## config.mk

```make
export PLATFORM = sky130hd
export DESIGN_NAME = pok_sequencer
export DESIGN_NICKNAME = d
export VERILOG_FILES = /design/src/rtl/pok_pkg.sv /design/src/rtl/pok_delay_counter.sv /design/src/rtl/pok_state_ctrl.sv /design/src/rtl/pok_sequencer.sv
export SDC_FILE = /design/constraint.sdc
export NUM_CORES = 1
export LEC_CHECK = 0
export BUFFER_PORTS_ARGS = -buffer_cell sky130_fd_sc_hd__buf_2
export CAP_MARGIN = 20
export CORE_UTILIZATION = 45
export CTS_CLUSTER_DIAMETER = 40
export DETAILED_ROUTE_END_ITERATION = 12
export GPL_ROUTABILITY_DRIVEN = 0
export PLACE_DENSITY = 0.59
export SETUP_SLACK_MARGIN = 0.5
export SLEW_MARGIN = 20
export SYNTH_ARGS = -nofsm -noshare
export SYNTH_HDL_FRONTEND = slang
export SYNTH_SLANG_ARGS = --single-unit
```

## constraint.sdc

```tcl
create_clock -name clk -period 2.17 [get_ports clk]
set_input_delay 0.217 -clock clk [delete_from_list [all_inputs] [get_ports clk]]
set_output_delay 0.217 -clock clk [all_outputs]
set_load 0.01 [all_outputs]
```

## src/rtl/pok_pkg.sv

```systemverilog
package pok_pkg;

    typedef enum logic [1:0] {
        SEQ_DOWN  = 2'd0,
        SEQ_DELAY = 2'd1,
        SEQ_UP    = 2'd2
    } seq_state_t;

    typedef struct packed {
        logic clear;
        logic at_end;
    } cnt_ctl_t;

    function automatic int cnt_width(input int limit);
        return (limit < 2) ? 1 : $clog2(limit);
    endfunction

endpackage

```

## src/rtl/pok_delay_counter.sv

```systemverilog
module pok_delay_counter
    import pok_pkg::*;
#(
    parameter int LIMIT = 11_250_000
) (
    input  logic     clk,
    input  logic     rst,
    input  logic     clear,
    output cnt_ctl_t ctl
);
    localparam int CW = cnt_width(LIMIT);
    localparam logic [CW-1:0] LAST = CW'(LIMIT - 1);

    logic [CW-1:0] cnt_q;

    always_ff @(posedge clk) begin
        if (rst || clear) begin
            cnt_q <= '0;
        end else if (cnt_q != LAST) begin
            cnt_q <= cnt_q + 1'b1;
        end
    end

    always_comb begin
        ctl.clear  = clear;
        ctl.at_end = (cnt_q == LAST);
    end

endmodule

```

## src/rtl/pok_state_ctrl.sv

```systemverilog
module pok_state_ctrl
    import pok_pkg::*;
(
    input  logic     clk,
    input  logic     rst,
    input  logic     pri_good,
    input  cnt_ctl_t ctl,
    output logic     ok_q
);
    seq_state_t state_q, state_d;

    always_comb begin
        state_d = state_q;
        if (!pri_good) begin
            state_d = SEQ_DOWN;
        end else if (state_q == SEQ_UP || (ctl.at_end && !ctl.clear)) begin
            state_d = SEQ_UP;
        end else begin
            state_d = SEQ_DELAY;
        end
    end

    always_ff @(posedge clk) begin
        if (rst) begin
            state_q <= SEQ_DOWN;
            ok_q    <= 1'b0;
        end else begin
            state_q <= state_d;
            ok_q    <= (state_d == SEQ_UP);
        end
    end

endmodule

```

## src/rtl/pok_sequencer.sv

```systemverilog
module pok_sequencer
    import pok_pkg::*;
#(
    parameter int OK_DELAY = 11_250_000
) (
    input  logic clk,
    input  logic rst,
    input  logic pri_good,
    input  logic sec_good,
    output logic pwr_ok,
    output logic rst_tmr_en
);
    cnt_ctl_t ctl;
    logic     ok_q;

    pok_delay_counter #(.LIMIT(OK_DELAY)) u_cnt (
        .clk   (clk),
        .rst   (rst),
        .clear (!pri_good),
        .ctl   (ctl)
    );

    pok_state_ctrl u_ctrl (
        .clk      (clk),
        .rst      (rst),
        .pri_good (pri_good),
        .ctl      (ctl),
        .ok_q     (ok_q)
    );

    assign pwr_ok     = ok_q;
    assign rst_tmr_en = ok_q & sec_good;

endmodule

```

== Word-level counts from Yosys, hierarchy flattened ==
Cells that the tools add are included.
Word-level totals
  word-level logic and storage cells: 15
  output and inout port bits: 2
  register bits: 27
  bits of input ports: 4
Operators by class
  reduce and logical (&&, ||, !) cells: 4
  muxes and demuxes: 2
  add/subtract/negate cells: 1
  bitwise gates (word level): 1
  eq/ne operators: 4
Operator list (count)
  $add A24 B1 Y24 const B: 1
  $eq A24 B24 Y1 const B: 1
  $ne A24 B24 Y1 const B: 1
  $eq A2 B2 Y1 const B: 2
  $mux W2: 2
  $logic_or A1 B1 Y1: 2
  $and A1 B1 Y1: 1
  $logic_and A1 B1 Y1: 1
  $logic_not A1 Y1: 1

== Logic depth before layout (Yosys ltp) ==
  depth after elaboration: 6
  mapped depth: 6

== Modules after synthesis ==
A second synthesis with hierarchy kept.
Unflattened totals
  cells, all modules: 147
  area, all modules: 1288.7 um2
By module, submodules not included
  pok_delay_counter: sequential area each 480.5 um2, area an instance 1206.2 um2, times used 1, cells each 138
  pok_state_ctrl: sequential area each 40.0 um2, area an instance 72.6 um2, times used 1, cells each 7
  pok_sequencer: sequential area each 0.0 um2, area an instance 10.0 um2, times used 1, cells each 2

== Worst setup path before layout ==
OpenSTA, ideal clock, no wires.
  kind: register -> register
  start: register u_cnt.cnt_q[0]
  end: register u_cnt.cnt_q[22]
  path buffers: 1
  setup slack: 0.241 ns
  data required time: 2.099 ns
  library setup time: 0.071 ns
  period minus slack after synthesis: 1.929 ns
  cell stages (with the launch flop): 7
  data arrival time: 1.858 ns
  cells stage by stage: dfxtp_1 -> ha_1 -> nand4_4 -> or4_1 -> buf_2 -> or3_1 -> a21oi_1
On the way
  word-level cells in the longest chain between the ends: 1
  elaborated cells between the ends (all ways): 2
Ends and longest elaborated chain
  from (decl): line pok_delay_counter.sv:14  | logic [CW-1:0] cnt_q;
  from (signal assigned): line pok_delay_counter.sv:20  | cnt_q <= cnt_q + 1'b1;
  $add A24 B1 Y24 / $ne A24 B24 Y1 (equally long branches): line pok_delay_counter.sv:20, pok_delay_counter.sv:19
Parallel ways exist; a longest one is shown, timed or not.
A chain may end at the register's enable or synchronous reset.

== Worst setup path in the final report ==
  start: register u_cnt.cnt_q[8]
  end: register u_cnt.cnt_q[18]
The elaborated chain is that of the path after synthesis.

==> reports/qor.csv <==
metric;value;unit
yosys_register_bits;26;
critPathCaptureType;flip-flop;
min_period;1.619;ns
seq_power_share;0.640;
hold_violations;0;
peakVddDrop;0.0005233;V
synthTopCellsByArea;dfxtp_1 (42%), a21oi_1 (6.0%), nand3_1 (3.6%), o21ai_0 (3.6%), nand4_1 (3.5%);
cts_buffer_depth;2;
p_leak;0.4722;nW
grt_overflow_total;0;
crit_slowest_cell;or4_4;
syn-num-nets;152;
crit_fanout;8;
antenna-diode-count;0;
ys_seq_area_frac;0.4189;
path_cells;nand4_1 -> or4_4 -> or3_1 -> a21oi_1;
synth_area_leader_cell;dfxtp_1;
io_buffers;5;
hpwl;1.768;mm
max_stage_delay;0.58;ns
start_kind;flip-flop;
vias_per_cell;5.868;
yosysWarningCount;0;
rsz0062_at_grt;true;
p_int;0.5872;mW
grt_first_pass_wirelength;4.181;mm
antenna_found_initial;0;
final_cells;189;
clk-insertion-delay-late;0.32;ns
path_buf_inv;0;
cts.reportedPaths.clkPinSlew;0.14;ns
fin_nets;165;
htree_levels;1;
routed_wl;2.580;mm
synth_cells;147;
coreArea;2545;um^2
worstSetupPathType;flip-flop to flip-flop;
hp-class;primary input to flip-flop;
power_density;514.0;nW/um^2
status;completed;
totalNegativeSetupSlack;0;ns
die_h;54.55;um
syn_area;1242;um^2
power.switching;0.1575;mW
cts_num_sinks;26;
fmax;0.6178;GHz
drive_above_1_share;0.2579;
ant_nets;0;
ys_types;34;
p_clk_frac;0.331;
cp.arrival;1.88;ns
root_buffer;clkbuf_4;
skew;0.008984;ns
dpl.cell_count;176;
whs;0.1844;ns
drv_slew;0;
synth_top_area_frac;0.4189;
die_area;2975;um^2
placementRows;18;
grt_pass1_vias;935;
maxCapViolCount;0;
route.detailed.drc;0;
setup_viol;0;
grt_max_degree;15;
area_growth_syn_to_layout;16.62;%
combPwrFrac;0.029;
initialDrtViolationCount;13;
ios;6;
num_vias;1109;
sw_frac_of_total;0.2115;
die_w;54.55;um
cts_buffers;3;
start_util;0.4882;
crit_required;2.43;ns
critPathTopFamily;simple AND/OR/NAND/NOR gates;
slew_headroom;0.6841;
routedWlPerCell;13.65;um
tritoncts;yes;
grt_use_total;0.1941;
first_pass_iters;4;
syn_avg_cell_area;8.452;um^2
worst-slew-pin-transition;0.4738;ns
holdBufCountCts;0;
finalCritPeriodShare;0.7459;
==> cells in the mapped netlist <==
| cell | count |
|---|---|
| dfxtp_1 | 26 |
| a21oi_1 | 15 |
| nor2_1 | 10 |
| nand3_1 | 9 |
| o21ai_0 | 9 |
| nand2_1 | 8 |
| nand4_1 | 7 |
| or3_1 | 7 |
| clkbuf_1 | 6 |
| nor3_1 | 5 |
| or4_1 | 5 |
| o31ai_1 | 4 |
| xor2_1 | 4 |
| and3_1 | 3 |
| inv_1 | 3 |
| xnor2_1 | 3 |
| a31oi_1 | 2 |
| and4_1 | 2 |
| nand2b_1 | 2 |
| nor4bb_1 | 2 |
| or2_2 | 2 |
| a211oi_1 | 1 |
| a21boi_0 | 1 |
| and2_1 | 1 |
| and3b_1 | 1 |
| and4_2 | 1 |
| buf_2 | 1 |
| ha_1 | 1 |
| nand4_4 | 1 |
| nor4b_1 | 1 |
| o21bai_1 | 1 |
| o41ai_1 | 1 |
| or2_1 | 1 |
| or4b_2 | 1 |
==> metal layers <==
| metal | up-vias | global-route usage | share of wire |
|---|---|---|---|
| met4 | 0 | 0.02564 | 0.0058 |
| met1 | 524 | 0.2596 | 0.51 |
| li1 | 570 | - | - |
| met5 | - | 0 | 0 |
| met3 | 2 | 0.05000 | 0.031 |
| met2 | 13 | 0.3191 | 0.45 |
==> worst reg2reg max path, stage by stage, from the launching register on <==
cell     delay [ns]
dfxtp_4        0.40
nand4_1        0.14
or4_4          0.58
or3_1          0.32
a21oi_1        0.12
==> flip-flops by register name, indices dropped and copies added, names as in the netlist <==
signal	flops
u_ctrl.state_q	2
u_cnt.cnt_q	24
==> path summary, 6_finish.rpt <==
path	slack, ns	startpoint	to	depth (start not counted)
worst max-delay path	0.55	u_cnt.cnt_q[8]$_SDFFE_PP0P_	u_cnt.cnt_q[18]$_SDFFE_PP0P_	4
worst min-delay path	0.18	pri_good	u_ctrl.state_q[1]$_SDFF_PP0_	3
worst max register to register	0.55	u_cnt.cnt_q[8]$_SDFFE_PP0P_	u_cnt.cnt_q[18]$_SDFFE_PP0P_	4
worst min register to register	0.50	u_cnt.cnt_q[23]$_SDFFE_PP0P_	u_cnt.cnt_q[23]$_SDFFE_PP0P_	2
==> power by group through the flow <==
stage | clock network (mW) | registers [mW] | logic [mW]
after floorplan | 0 | 0.493 | 0.0117
after detailed placement | 0 | 0.494 | 0.0177
final | 0.246 | 0.477 | 0.0213
after global placement | 0 | 0.494 | 0.0175
after global routing | 0.274 | 0.478 | 0.0238
after CTS | 0.253 | 0.481 | 0.0211
==> per-stage QoR <==
stage | area (um^2) | utilization | setup WS [ns] | total power, mW
final | 1449 | 0.5693 | 0.5514 | 0.7447
after global routing | 1449 | 0.5693 | 0.4741 | 0.7756
after CTS | 1393 | 0.5472 | 0.4931 | 0.7555
after detailed placement | 1300 | 0.5108 | 0.3820 | 0.5116
after global placement | 1300 | 0.5108 | 0.4041 | 0.5113
after floorplan | 1257 | - | 0.5025 | 0.5051
==> logic make-up (layout without fill, tap and decap cells) <==
family                   Yosys count  count (layout)  share of synthesized area
AND/OR/NAND/NOR                   69              69                     0.3343
AO/OA/AOI/OAI                     34              34                     0.1561
flip-flops                        26              26                     0.4189
buffers and inverters             10              22                    0.03121
XOR/XNOR                           7               7                    0.04935
adder cells (fa/ha/maj)            1               1                    0.01007
==> placed cells by master, fill, tap and decap left out, types with 4 or more instances in the layout <==
master,netlist,final
nand4_1,7,7
nand3_1,9,9
dfxtp_1,26,15
or3_1,7,7
dfxtp_2,0,6
buf_2,1,5
buf_4,0,10
nand2_1,8,7
o21ai_0,9,9
xor2_1,4,4
a21oi_1,15,14
o31ai_1,4,4
or4_1,5,4
nor2_1,10,9
nor3_1,5,5
dfxtp_4,0,5
==> what timing repair did <==
action                     4_1_cts  5_1_grt
setup buffers                    5        4
setup endpoints to repair        9        9
gates resized for setup          9       12
pin swaps                        6        3
==> final cells by class <==
| type | instances | area (um^2) |
|---|---|---|
| Clock buffer | 4 | 36.28 |
| Fill cell | 250 | 1096 |
| Inverter | 3 | 11.26 |
| Multi-Input combinational cell | 111 | 716.9 |
| Sequential cell | 26 | 546.8 |
| Tap cell | 30 | 37.54 |
| Timing Repair Buffer | 15 | 100.1 |
Note: power is estimated with default switching activity, not from simulation.
